### config.mk
export PLATFORM = sky130hd
export DESIGN_NAME = fwb_capture
export DESIGN_NICKNAME = d
export VERILOG_FILES = /design/src/rtl/fwb_pkg.sv /design/src/rtl/fwb_regs.sv /design/src/rtl/fwb_engine.sv /design/src/rtl/fwb_capture.sv
export SDC_FILE = /design/constraint.sdc
export NUM_CORES = 1
export LEC_CHECK = 0
export ABC_AREA = 1
export BUFFER_PORTS_ARGS = -buffer_cell sky130_fd_sc_hd__buf_4
export CORE_MARGIN = 2
export CORE_UTILIZATION = 30
export CTS_CLUSTER_SIZE = 24
export DETAILED_ROUTE_END_ITERATION = 12
export HOLD_SLACK_MARGIN = 0.15
export PLACE_DENSITY = 0.46
export SLEW_MARGIN = 20
export SYNTH_ARGS = -nofsm -noshare
export SYNTH_HDL_FRONTEND = slang
export SYNTH_HIERARCHICAL = 1
export SYNTH_SLANG_ARGS = --single-unit
### constraint.sdc
create_clock -name clk -period 4.25 [get_ports clk]
set_input_delay 0.2125 -clock clk [delete_from_list [all_inputs] [get_ports clk]]
set_output_delay 0.2125 -clock clk [all_outputs]
set_load 0.02 [all_outputs]
### src/rtl/fwb_pkg.sv
package fwb_pkg;
  // register word indices
  localparam logic [2:0] IDX_PTR   = 3'd0;
  localparam logic [2:0] IDX_PITCH = 3'd1;
  localparam logic [2:0] IDX_DIM   = 3'd2;
  localparam logic [2:0] IDX_CTRL  = 3'd3;
  localparam logic [2:0] IDX_PROG  = 3'd4;

  // control bit positions
  localparam int B_GO    = 0;
  localparam int B_BUSY  = 1;
  localparam int B_IRQEN = 2;
  localparam int B_ABORT = 14;
  localparam int B_VSEOF = 15;
  localparam int B_STRB  = 16;
  localparam int B_PWRDN = 21;

  // fixed identification bits and the mask of stored control bits
  localparam logic [31:0] CTRL_ID    = 32'h5440_0000;
  localparam logic [31:0] CTRL_STORE = 32'h003F_BFFC;
endpackage

### src/rtl/fwb_regs.sv
module fwb_regs
  import fwb_pkg::*;
#(
  parameter int LINE_W = 16
) (
  input  logic              clk,
  input  logic              rst,
  input  logic              cfg_wr,
  input  logic [2:0]        cfg_addr,
  input  logic [31:0]       cfg_wdata,
  output logic [31:0]       cfg_rdata,
  input  logic              busy,
  input  logic [LINE_W-1:0] progress,
  output logic [31:0]       ptr_q,
  output logic [31:0]       pitch_q,
  output logic              irq_en,
  output logic              vs_eof,
  output logic [3:0]        strb_cfg,
  output logic              go_req,
  output logic              abort_req
);
  logic [31:0] dim_q;
  logic [31:0] ctrl_q;
  logic        ctrl_hit;

  assign ctrl_hit  = cfg_wr && (cfg_addr == IDX_CTRL);
  assign go_req    = ctrl_hit && !busy && cfg_wdata[B_GO] && !cfg_wdata[B_PWRDN];
  assign abort_req = ctrl_hit && busy && cfg_wdata[B_ABORT];

  assign irq_en   = ctrl_q[B_IRQEN];
  assign vs_eof   = ctrl_q[B_VSEOF];
  assign strb_cfg = ctrl_q[B_STRB +: 4];

  always_ff @(posedge clk) begin
    if (rst) begin
      ptr_q   <= '0;
      pitch_q <= '0;
      dim_q   <= '0;
      ctrl_q  <= '0;
    end else if (cfg_wr) begin
      case (cfg_addr)
        IDX_PTR:   ptr_q   <= {cfg_wdata[31:2], 2'b00};
        IDX_PITCH: pitch_q <= {cfg_wdata[31:4], 4'b0000};
        IDX_DIM:   dim_q   <= cfg_wdata;
        IDX_CTRL:  if (!busy) ctrl_q <= cfg_wdata & CTRL_STORE;
        default: ;
      endcase
    end
  end

  always_ff @(posedge clk) begin
    if (rst) begin
      cfg_rdata <= '0;
    end else begin
      case (cfg_addr)
        IDX_PTR:   cfg_rdata <= ptr_q;
        IDX_PITCH: cfg_rdata <= pitch_q;
        IDX_DIM:   cfg_rdata <= dim_q;
        IDX_CTRL:  cfg_rdata <= ctrl_q | CTRL_ID | (32'(busy) << B_BUSY);
        IDX_PROG:  cfg_rdata <= 32'(progress);
        default:   cfg_rdata <= '0;
      endcase
    end
  end


  pwrdn_no_go_chk: assert property (@(posedge clk) disable iff (rst)
    (ctrl_hit && cfg_wdata[B_PWRDN]) |-> !go_req);
endmodule

### src/rtl/fwb_engine.sv
module fwb_engine #(
  parameter int LINE_W = 16
) (
  input  logic              clk,
  input  logic              rst,
  input  logic              go,
  input  logic              abort,
  input  logic [31:0]       ptr,
  input  logic [31:0]       pitch,
  input  logic              irq_en,
  input  logic              vs_eof,
  input  logic [3:0]        strb_cfg,
  input  logic              pix_valid,
  input  logic [31:0]       pix_data,
  input  logic              pix_eol,
  input  logic              pix_eof,
  output logic              pix_ready,
  output logic              wr_valid,
  output logic [31:0]       wr_addr,
  output logic [31:0]       wr_data,
  output logic [3:0]        wr_strb,
  input  logic              wr_ready,
  output logic              busy,
  output logic              irq,
  output logic              vstart,
  output logic [LINE_W-1:0] progress
);
  logic [31:0] line_q, word_q, next_line;
  logic        out_eol_q, out_eof_q, done_q;
  logic        out_fire, pix_fire;

  assign next_line = line_q + pitch;
  assign out_fire  = wr_valid && wr_ready;
  assign pix_ready = busy && !(wr_valid && out_eof_q) && (!wr_valid || wr_ready);
  assign pix_fire  = pix_valid && pix_ready;
  assign irq       = done_q && irq_en;

  always_ff @(posedge clk) begin
    if (rst) begin
      busy      <= 1'b0;
      done_q    <= 1'b0;
      vstart    <= 1'b0;
      progress  <= '0;
      line_q    <= '0;
      word_q    <= '0;
      wr_valid  <= 1'b0;
      wr_addr   <= '0;
      wr_data   <= '0;
      wr_strb   <= '0;
      out_eol_q <= 1'b0;
      out_eof_q <= 1'b0;
    end else begin
      vstart <= 1'b0;
      if (go) begin
        busy      <= 1'b1;
        done_q    <= 1'b0;
        progress  <= '0;
        line_q    <= ptr;
        word_q    <= ptr;
        wr_valid  <= 1'b0;
        out_eol_q <= 1'b0;
        out_eof_q <= 1'b0;
        vstart    <= 1'b1;
      end else if (abort) begin
        busy     <= 1'b0;
        done_q   <= 1'b1;
        wr_valid <= 1'b0;
      end else if (busy) begin
        if (out_fire) begin
          wr_valid <= 1'b0;
          if (out_eol_q || out_eof_q) progress <= progress + 1'b1;
          if (out_eof_q) begin
            busy   <= 1'b0;
            done_q <= 1'b1;
            vstart <= vs_eof;
          end
        end
        if (pix_fire) begin
          wr_valid  <= 1'b1;
          wr_addr   <= word_q;
          wr_data   <= pix_data;
          wr_strb   <= strb_cfg;
          out_eol_q <= pix_eol;
          out_eof_q <= pix_eof;
          if (pix_eol || pix_eof) begin
            line_q <= next_line;
            word_q <= next_line;
          end else begin
            word_q <= word_q + 32'd4;
          end
        end
      end
    end
  end


  idle_no_write_chk: assert property (@(posedge clk) disable iff (rst)
    !busy |-> !wr_valid);

  irq_idle_chk: assert property (@(posedge clk) disable iff (rst)
    irq |-> !busy);

  prog_clear_chk: assert property (@(posedge clk) disable iff (rst)
    $rose(busy) |-> (progress == '0));

  start_vs_chk: assert property (@(posedge clk) disable iff (rst)
    $rose(busy) |-> vstart);

  abort_stop_chk: assert property (@(posedge clk) disable iff (rst)
    abort |=> (!busy && !wr_valid));

  addr_align_chk: assert property (@(posedge clk) disable iff (rst)
    wr_valid |-> (wr_addr[1:0] == 2'b00));
endmodule

### src/rtl/fwb_capture.sv
module fwb_capture #(
  parameter int LINE_W = 16
) (
  input  logic        clk,
  input  logic        rst,
  input  logic        cfg_wr,
  input  logic [2:0]  cfg_addr,
  input  logic [31:0] cfg_wdata,
  output logic [31:0] cfg_rdata,
  input  logic        pix_valid,
  output logic        pix_ready,
  input  logic [31:0] pix_data,
  input  logic        pix_eol,
  input  logic        pix_eof,
  output logic        wr_valid,
  input  logic        wr_ready,
  output logic [31:0] wr_addr,
  output logic [31:0] wr_data,
  output logic [3:0]  wr_strb,
  output logic        irq,
  output logic        vstart
);
  logic [31:0]       ptr_q, pitch_q;
  logic              irq_en, vs_eof, go_req, abort_req, busy;
  logic [3:0]        strb_cfg;
  logic [LINE_W-1:0] progress;

  fwb_regs #(.LINE_W(LINE_W)) u_regs (
    .clk(clk), .rst(rst), .cfg_wr(cfg_wr), .cfg_addr(cfg_addr),
    .cfg_wdata(cfg_wdata), .cfg_rdata(cfg_rdata), .busy(busy),
    .progress(progress), .ptr_q(ptr_q), .pitch_q(pitch_q),
    .irq_en(irq_en), .vs_eof(vs_eof), .strb_cfg(strb_cfg),
    .go_req(go_req), .abort_req(abort_req)
  );

  fwb_engine #(.LINE_W(LINE_W)) u_engine (
    .clk(clk), .rst(rst), .go(go_req), .abort(abort_req),
    .ptr(ptr_q), .pitch(pitch_q), .irq_en(irq_en), .vs_eof(vs_eof),
    .strb_cfg(strb_cfg), .pix_valid(pix_valid), .pix_data(pix_data),
    .pix_eol(pix_eol), .pix_eof(pix_eof), .pix_ready(pix_ready),
    .wr_valid(wr_valid), .wr_addr(wr_addr), .wr_data(wr_data),
    .wr_strb(wr_strb), .wr_ready(wr_ready), .busy(busy), .irq(irq),
    .vstart(vstart), .progress(progress)
  );
endmodule

==> results of run 1 <==
-- path summary, 6_finish.rpt --
kind / from / endpoint / slack [ns]
setup reg to reg: u_engine/busy / u_engine/wr_valid / 1.28
hold / removal: cfg_addr[2] / u_regs/cfg_rdata[4] / 0.17
setup / recovery: cfg_wr / u_engine/wr_valid / 1.25
hold reg to reg: u_engine/out_eol_q / u_engine/out_eol_q / 0.45
-- flip-flops by register name (all words and copies together) (netlist names), 19 cells and up --
signal / count
u_engine/line_q: 32
u_engine/word_q: 32
u_engine/wr_addr: 32
u_engine/wr_data: 32
u_regs/cfg_rdata: 32
u_regs/ctrl_q: 19
u_regs/dim_q: 32
u_regs/pitch_q: 28
u_regs/ptr_q: 30
-- cell usage after synthesis, types with 12 or more instances --
| cell | instances | area share (%) |
|---|---|---|
| nor2_1 | 407 | 10 |
| inv_1 | 191 | 4.8 |
| a31oi_1 | 12 | 0.50 |
| xnor2_1 | 12 | 0.70 |
| dfxtp_1 | 295 | 39 |
| nand4_1 | 24 | 1.0 |
| buf_4 | 20 | 1.0 |
| nand3b_1 | 20 | 1.0 |
| buf_2 | 32 | 1.1 |
| clkbuf_1 | 59 | 1.5 |
| ha_1 | 33 | 2.8 |
| a21oi_1 | 150 | 5.0 |
| nand3_1 | 170 | 5.7 |
| xor2_1 | 18 | 1.1 |
| nor3_1 | 19 | 0.64 |
| nand2_1 | 520 | 13 |
| o21ai_0 | 191 | 6.4 |
-- power breakdown --
group	switching, W	leakage [nW]	internal, W
clock	0.00131	0.630	0.00201
combinational	0.000278	5.35	0.000177
sequential	0.0000428	2.38	0.00281
total	0.00163	8.36	0.00500
-- kinds of logic after synthesis --
kind of cell               count (synthesis)  share of synthesized area (%)
xor gates and xnor gates                  30                           1.76
buffers and inverters                    324                           9.06
AOI/OAI and AO/OA                        390                           13.7
DFF                                      295                           39.5
adders and majority gates                 34                           2.89
other                                      1                         0.0251
and+or+nand+nor                         1186                           33.1
-- tightest hold or removal path: stages --
cell and delay [ns]:
buf_4 0.17, nand3_1 0.09, nand3_1 0.09, nor2_1 0.06, nor2_1 0.07
-- stage by stage --
step                setup WS, ns  utilization, %  area [sq um]  hold slack, ns
floorplan                   2.12               -         15000           0.347
global placement            1.50            34.1         16700           0.433
detailed placement          1.40            34.1         16700           0.442
CTS                         1.25            38.2         18700           0.154
global route               0.955            38.2         18700           0.221
finish                      1.25            38.2         18700           0.168
-- repair_timing --
item / 4_1_cts / 5_1_grt
endpoints found under the hold margin: 148 / 0
buffers inserted: 0 / 0
hold buffers: 72 / 0
-- cell type report --
| cell class | count | area share, % |
|---|---|---|
| Inverter | 202 | 4.04 |
| Clock inverter | 16 | 0.981 |
| Timing Repair Buffer | 272 | 11.9 |
| Clock buffer | 54 | 5.93 |
| Tap cell | 664 | 4.43 |
| Multi-Input combinational cell | 1646 | 41.3 |
| Sequential cell | 295 | 31.5 |
-- cells in the final DEF, fill, tap and decap left out, types with 20 or more instances in the layout --
cell type	instances
a21oi_1	150
buf_4	200
clkbuf_16	38
dfxtp_1	295
dlygate4sd3_1	72
ha_1	33
inv_1	190
nand2_1	520
nand3_1	170
nand3b_1	20
nand4_1	24
nor2_1	405
o21ai_0	191
-- layer usage --
| layer | global-route usage [%] | vias to the layer above |
|---|---|---|
| met4 | 6.43 | 0 |
| met3 | 3.28 | 76 |
| met2 | 32.1 | 416 |
| li1 | - | 7671 |
| met1 | 30.8 | 7022 |
| met5 | 0 | - |
==> impl_metrics.ini, run 1 <==
[pwr]
power_w = 0.00663
power.density_mw_per_mm2 = 354
vdd_drop_max_uv = 265
power_leakage_nw = 8.36

[floorplan]
start_util_pct = 30.5
core_area_sq_mm = 0.0491
die_h_um = 227
dieWidth_um = 227
ioPinCount = 178
rows = 81
die_area_sq_mm = 0.0517

[drt]
drt_wl_total_mm = 54.9
top_layer = met4
drt_pass1_iterations = 5
vias = 15200
ant_nets = 0
wire_per_inst_um = 17.4
vias_per_cell = 4.82
dr_wl_met2_mm = 23.3
wl_met3_mm = 3.22
drt-initial-drc-count = 1217
wl_met1_mm = 27.2
drc_errors = 0

[timing]
period_share_pct = 70.6
finalClockSkew_ns = 0.0243
drv_slew = 0
setup_tns_ns = 0
tightest_slew_ns = 1.04
fmax_mhz = 333
finalSetupViolations = 0
grt_setup_unrepaired = false
period_needed_ns = 3.00
max-slew-margin-rel_pct = 30.7
hold_violations = 0

[global_routing]
grt_usage_pct = 21.2
first_global_vias = 14400
grt_pass1_wl_mm = 84.0
antenna_found_initial = 1
overflow = 0
grt_max_degree = 66

[worst_setup_path]
crit_fanout = 35
crit_slowest_cell = nor2_1
worst_setup_path_start_kind = input port
critPathTopFamily = buffers and inverters
r2r_cells = 8
critPathCaptureType = flip-flop
crit_cells = 11
worst_ep_required_time_ns = 4.76
path_cells = dlygate4sd3_1 > buf_4 > inv_1 > nor2_2 > nand3b_1 > nor2_4 > buf_4 > nor2_1 > inv_1 > a211oi_1 > dlygate4sd3_1
slowest_delay_ns = 0.71
arrival_ns = 3.51
cp_num_buf_inv = 6
criticalPathCategory = in -> reg

[synthesis]
synth_ff_type = dfxtp_1
syn_area_per_cell_sq_um = 6.62
synth.distinct_cells = 47
ys_ff_latch = 295
synth_edf_count = 0
synth-seq-area-share_pct = 39.5
synthArstFlopShare_pct = 0
syn_inst = 2260
yosysWarnings = 6
syn-cell-area_sq_mm = 0.0150

[placed_design]
post-place-cells = 3007
dp_hpwl_mm = 39.8
io_buffer_count = 177
gp_congestion = 0.921

[clock_tree]
root_buffer = clkbuf_16
clkTransAtPathRegs_ns = 0.05
cts.repair.resized = 0
clockBufferDepth = 3
clk_latency_ns = 0.57
cts_buffers = 38
cts_htree_levels = 2
cts_tree = built
clock_sink_count = 295

[hold_path]
holdPathStages = 5
hold_class = in -> reg

[final_layout]
multi_input_area_sq_mm = 0.00774
area_growth_syn_to_layout_pct = 25.3
nFillCells = 5428
layout-drive-gt1-share_pct = 12.3
instances_no_fill = 3149
antenna_cells = 0
seqCellArea_sq_mm = 0.00591
nets = 2563

[run]
drv_cap = 0

[status]
outcome = finished, final reports clean
No activity file was read; power rests on OpenSTA's default activity.
==> run 2, diff against run 1 <==
- ABC_AREA: 1 -> 0
- clock period: 4.25 -> 3.1 ns (I/O delays scaled with it)
==> run 2 against run 1 <==
Combinational power grew 34%. Total power is 32% higher. Die area down 3.6%. Critical endpoint is now u_engine/line_q[27]. Hold slack better by 0.0093 ns. Sequential share of layout area rose by 0.95 points. Cell area decreased by 2.9%. Non-clock buffer count up 27. Critical path depth shrank 2. First-iteration DRC count decreased by 32%. Setup slack lost 1.1 ns. Core utilization rose by 0.061 points.
==> impl_metrics.ini, run 2 <==
[status]
outcome = finished, final reports clean

[final_layout]
fin_area_sq_mm = 0.0182
nets = 2146
antenna_cells = 0
mostFrequentLayoutCell = nand2_1
instances_no_fill = 2680
area_growth_syn_to_layout_pct = 26.3
mostFrequentLayoutCells = 422 x nand2_1, 295 x dfxtp_1, 292 x a21oi_1
layout-drive-gt1-share_pct = 15.7

[synthesis]
synth_area_leader_cell = dfxtp_1
synthArstFlopShare_pct = 0
synth-seq-area-share_pct = 41.0
ys_ff_latch = 295
synthTopCellsByArea = dfxtp_1 41%, nand2_1 11%, a21oi_1 10%
synth.top_cells.by_count = 423 x nand2_1, 295 x dfxtp_1, 294 x a21oi_1
synth_ff_type = dfxtp_1
yosysWarnings = 6
synth.distinct_cells = 85
synth_edf_count = 0
syn-cell-area_sq_mm = 0.0144
synth_top_area_share_pct = 41.0
syn_area_per_cell_sq_um = 7.84
yosysMostFrequentCell = nand2_1
syn_inst = 1838

[floorplan]
ioPinCount = 178
rows = 80
die_h_um = 223
start_util_pct = 30.3
die_area_sq_mm = 0.0498
dieWidth_um = 223
core_area_sq_mm = 0.0475

[pwr]
switchingPower_w = 0.00215
vdd_drop_max_uv = 260
intPower_w = 0.00661
swShare_pct = 24.5
power_leakage_nw = 6.78
power.share.sequential_pct = 44.2
power.density_mw_per_mm2 = 481
p_comb_share_pct = 7.0
p_clk_share_pct = 48.8

[timing]
hold_ws_ns = 0.177
setup_tns_ns = 0
finalSetupViolations = 0
max-slew-margin-rel_pct = 36.1
hold_violations = 0
period_needed_ns = 2.95
tightest_slew_ns = 0.957
drv_slew = 0
setup_ws_ns = 0.153
finalClockSkew_ns = 0.0333
period_share_pct = 95.1
fmax_mhz = 339

[drt]
vias_per_cell = 5.15
drt_pass1_iterations = 5
ant_nets = 0
vias = 13800
wire_per_inst_um = 19.1
drc_errors = 0
drt_wl_total_mm = 51.2
drt-initial-drc-count = 830

[hold_path]
hold_class = in -> reg

[clock_tree]
cts_htree_levels = 2
clockBufferDepth = 3
root_buffer = clkbuf_16
clkTransAtPathRegs_ns = 0.06
clk_latency_ns = 0.57
cts_setup_buffers = 0
clock_sink_count = 295
cts_buffers = 37
cts_tree = built

[placed_design]
dp_hpwl_mm = 35.9
preCtsSetupSlack_ns = 0.137
gp_congestion = 0.859
post-place-cells = 2540
placed_area_sq_mm = 0.0162
io_buffer_count = 177

[global_routing]
grt_pass1_wl_mm = 77.8
overflow = 0
grt_usage_pct = 19.9
antenna_found_initial = 0
grt_max_degree = 72
first_global_vias = 12800

[worst_setup_path]
criticalPathCategory = reg -> reg
worst_ep_required_time_ns = 3.52
arrival_ns = 3.37
critPathCaptureType = flip-flop
crit_fanout = 7
worst_setup_path_start_kind = flip-flop

[run]
drv_cap = 0
## run 2: cell types whose count changed in the layout (fill, tap and decap cells not counted), sizes merged, moves of 14 or more
cell	change
mux2i	+37
a21oi	+145
and3	+24
buf	+24
and2	+14
nand3	-121
nand2	-102
nor2	-312
inv	-177
o21ai	-125
## run 2: power by group through the flow
stage               registers [W]  clock network, W  logic (W)
global route              0.00388           0.00456   0.000658
floorplan                 0.00395                 0   0.000309
detailed placement        0.00396                 0   0.000535
CTS                       0.00387           0.00441   0.000609
finish                    0.00388           0.00427   0.000611
global placement          0.00396                 0   0.000537
## run 2: final timing paths
kind                       from  depth (start not counted)  slack, ns                  end
min                      cfg_wr                          4       0.18     u_regs/ctrl_q[9]
max reg2reg  u_regs/pitch_q[17]                          9       0.15  u_engine/line_q[27]
min reg2reg    u_regs/dim_q[21]                          2       0.45     u_regs/dim_q[21]
max          u_regs/pitch_q[17]                          9       0.15  u_engine/line_q[27]
## run 2: timing repair
item	in CTS	in global routing
endpoints found under the setup margin	0	3
resized for setup	0	5
endpoints found under the hold margin	149	0
hold buffers	74	0
## run 2: cells by family after synthesis
| kind of cell | after synthesis | synth area share [%] |
|---|---|---|
| fa+ha+maj | 34 | 3.00 |
| compound gates | 523 | 22.0 |
| mux | 42 | 3.04 |
| buf+inv | 170 | 5.64 |
| flops | 295 | 41.0 |
| other cells | 1 | 0.0260 |
| simple gates | 733 | 22.9 |
| xor+xnor | 40 | 2.43 |
## run 2: critical path, cell delays in order (launching register included)
cell and delay (ns):
dfxtp_1 0.33, ha_1 0.38, a21o_1 0.22, a221oi_4 0.41, o21ai_1 0.17, a221oi_1 0.35, o221ai_1 0.29, a21oi_1 0.28
mux2i_1 0.24, o21ai_0 0.10
## run 2: layer usage
layer  vias up  share of wire (%)  GRT usage [%]  wire (um)
li1       6797                  -              -          -
met5         -                  0              0          0
met4         0                1.8           5.35        912
met3        51                5.3           2.98       2730
met2       388                 41           28.7      21100
met1      6553                 52           30.5      26400
## run 2: final cells by class
class	instances	area, sq um
fillers	4953	29300
clock inverters	12	143
inverters	27	101
multi-input cells	1378	7770
clock buffers	54	1050
flip-flops and latches	295	5910
well taps	615	769
repair buffers	299	2460
## run 2: per-stage QoR
stage / utilization, % / power [W]
5_1_grt: 38.3 / 0.00909
3_3_place_gp: 34.2 / 0.00449
6_report: 38.3 / 0.00876
2_1_floorplan: - / 0.00426
4_1_cts: 38.2 / 0.00889
3_5_place_dp: 34.2 / 0.00449
==> run 3, diff against run 2 <==
- ABC_AREA: 0 -> 1
==> run 3 against run 2 <==
Clock power up 11%. Combinational power up 4.3%. Sequential cell count unchanged. First-iteration DRC count up 46%. Clock-buffer cell count unchanged. Hold slack better by 0.015 ns. Final cell count up 18%. Die area up 3.7%. Critical endpoint is now u_engine/out_eol_q. Critical path depth up 4. Fmax up 0.92%. Largest cell class unchanged. Cell area up 3.9%. Critical path type is now in -> reg. Core utilization up 0.27 points.
==> impl_metrics.ini, run 3 (same netlist as run 1, synthesis figures left out) <==
[placed_design]
gp_congestion = 0.884
dp_hpwl_mm = 39.4
preCtsSetupSlack_ns = 0.454
io_buffer_count = 177

[global_routing]
first_global_vias = 14300
grt_max_degree = 102
grt_pass1_wl_mm = 83.9
overflow = 0
grt_usage_pct = 21.1
antenna_found_initial = 0

[final_layout]
layout-drive-gt1-share_pct = 12.2
mostFrequentLayoutCells = 520 x nand2_1, 405 x nor2_1, 295 x dfxtp_1
mostFrequentLayoutCell = nand2_1
area_growth_syn_to_layout_pct = 26.4
antenna_cells = 0
nets = 2571

[pwr]
vdd_drop_max_uv = 270
swShare_pct = 23.7
power.density_mw_per_mm2 = 491
switchingPower_w = 0.00220
p_clk_share_pct = 51.0
power.share.sequential_pct = 42.1
power_leakage_nw = 8.44
p_comb_share_pct = 6.9
intPower_w = 0.00708

[worst_setup_path]
crit_fanout = 50
worst_setup_path_start_kind = input port
crit_slowest_cell = dlygate4sd3_1
slowest_delay_ns = 0.57
critPathCaptureType = flip-flop
path_common_cell = dlygate4sd3_1
cp_num_buf_inv = 7
criticalPathCategory = in -> reg
path_cells = dlygate4sd3_1 > buf_4 > inv_1 > nor3_2 > nand3b_1 > nor2_4 > buf_8 > nor2_1 > buf_4 > o21ai_0 > dlygate4sd3_1 > a21oi_1 > dlygate4sd3_1
worst_ep_required_time_ns = 3.53
critPathTopFamily = buffers and inverters
arrival_ns = 3.35

[clock_tree]
cts_setup_buffers = 0
cts_tree = built
clkTransAtPathRegs_ns = 0.06
cts_htree_levels = 2
clk_latency_ns = 0.56
clockBufferDepth = 3
root_buffer = clkbuf_16
cts_buffers = 37
clock_sink_count = 295

[timing]
setup_tns_ns = 0
tightest_slew_ns = 0.927
hold_violations = 0
drv_slew = 0
fmax_mhz = 342
max-slew-margin-rel_pct = 38.2
period_share_pct = 94.2
period_needed_ns = 2.92
grt_setup_unrepaired = false
setup_ws_ns = 0.180
finalClockSkew_ns = 0.0248
finalSetupViolations = 0

[hold_path]
hold_class = in -> reg

[floorplan]
ioPinCount = 178
die_h_um = 227
core_area_sq_mm = 0.0491
dieWidth_um = 227
die_area_sq_mm = 0.0517
start_util_pct = 30.5
rows = 81

[run]
drv_cap = 0

[drt]
vias_per_cell = 4.81
vias = 15200
wire_per_inst_um = 17.4
drt-initial-drc-count = 1215
drt_pass1_iterations = 5
drt_wl_total_mm = 54.9
drc_errors = 0
ant_nets = 0

[status]
outcome = finished, final reports clean
==> run 3: cell types whose count changed in the layout (fill, tap and decap cells not counted), sizes merged, moves of 37 or more <==
cell   change
nor2     +312
inv      +176
a21oi    -145
o21ai    +125
nand3    +121
nand2    +102
mux2i     -37
==> run 3: final timing paths <==
path	start	cells after the start	slack, ns	to
max	cfg_addr[0]	13	0.18	u_engine/out_eol_q
min	cfg_addr[1]	5	0.19	u_regs/cfg_rdata[7]
max reg2reg	u_engine/busy	10	0.23	u_engine/out_eol_q
min reg2reg	u_engine/line_q[0]	2	0.47	u_engine/line_q[0]
==> run 3: worst register-to-register path: stages, from the launching register on <==
cell and delay [ns]:
dfxtp_1 0.39, nor2_2 0.16, nand3b_1 0.15, nor2_4 0.19, buf_8 0.31, nor2_1 0.11, buf_4 0.20, o21ai_0 0.08
dlygate4sd3_1 0.57, a21oi_1 0.04, dlygate4sd3_1 0.56
==> run 3: power by group through the flow <==
stage | sequential (W) | combinational [W] | clock, W
final | 0.00391 | 0.000637 | 0.00473
after floorplan | 0.00397 | 0.000324 | 0
after CTS | 0.00391 | 0.000639 | 0.00485
after global routing | 0.00391 | 0.000700 | 0.00500
after global placement | 0.00399 | 0.000561 | 0
after detailed placement | 0.00399 | 0.000562 | 0
==> run 3: final cells by class <==
class                           count  area, sq um
Inverter                          202          758
Sequential cell                   295         5910
Fill cell                        5376        30100
Clock buffer                       54         1100
Tap cell                          664          831
Clock inverter                     13          233
Timing Repair Buffer              281         2350
Multi-Input combinational cell   1646         7730
==> run 3: repair_timing <==
| item | 4_1_cts | 5_1_grt |
|---|---|---|
| setup endpoints to repair | 0 | 2 |
| hold endpoints to repair | 170 | 0 |
| hold buffers | 77 | 0 |
| gates resized for setup | 0 | 3 |
==> run 3: layer usage <==
layer / wire length [um] / track usage (%)
met3: 3470 / 2.72
met5: 0 / 0
met1: 26800 / 31.1
met4: 1100 / 5.84
met2: 23500 / 32.0
==> run 3: metrics by stage <==
stage               util [%]  area (sq um)  total power [W]  hold slack, ns  instances
floorplan                  -         15000          0.00429           0.290       2265
global placement        34.2         16800          0.00455           0.375       3011
detailed placement      34.2         16800          0.00455           0.381       3011
CTS                     38.5         18900          0.00939           0.192       3155
global route            38.5         18900          0.00961           0.225       3155
finish                  38.5         18900          0.00928           0.193       3155
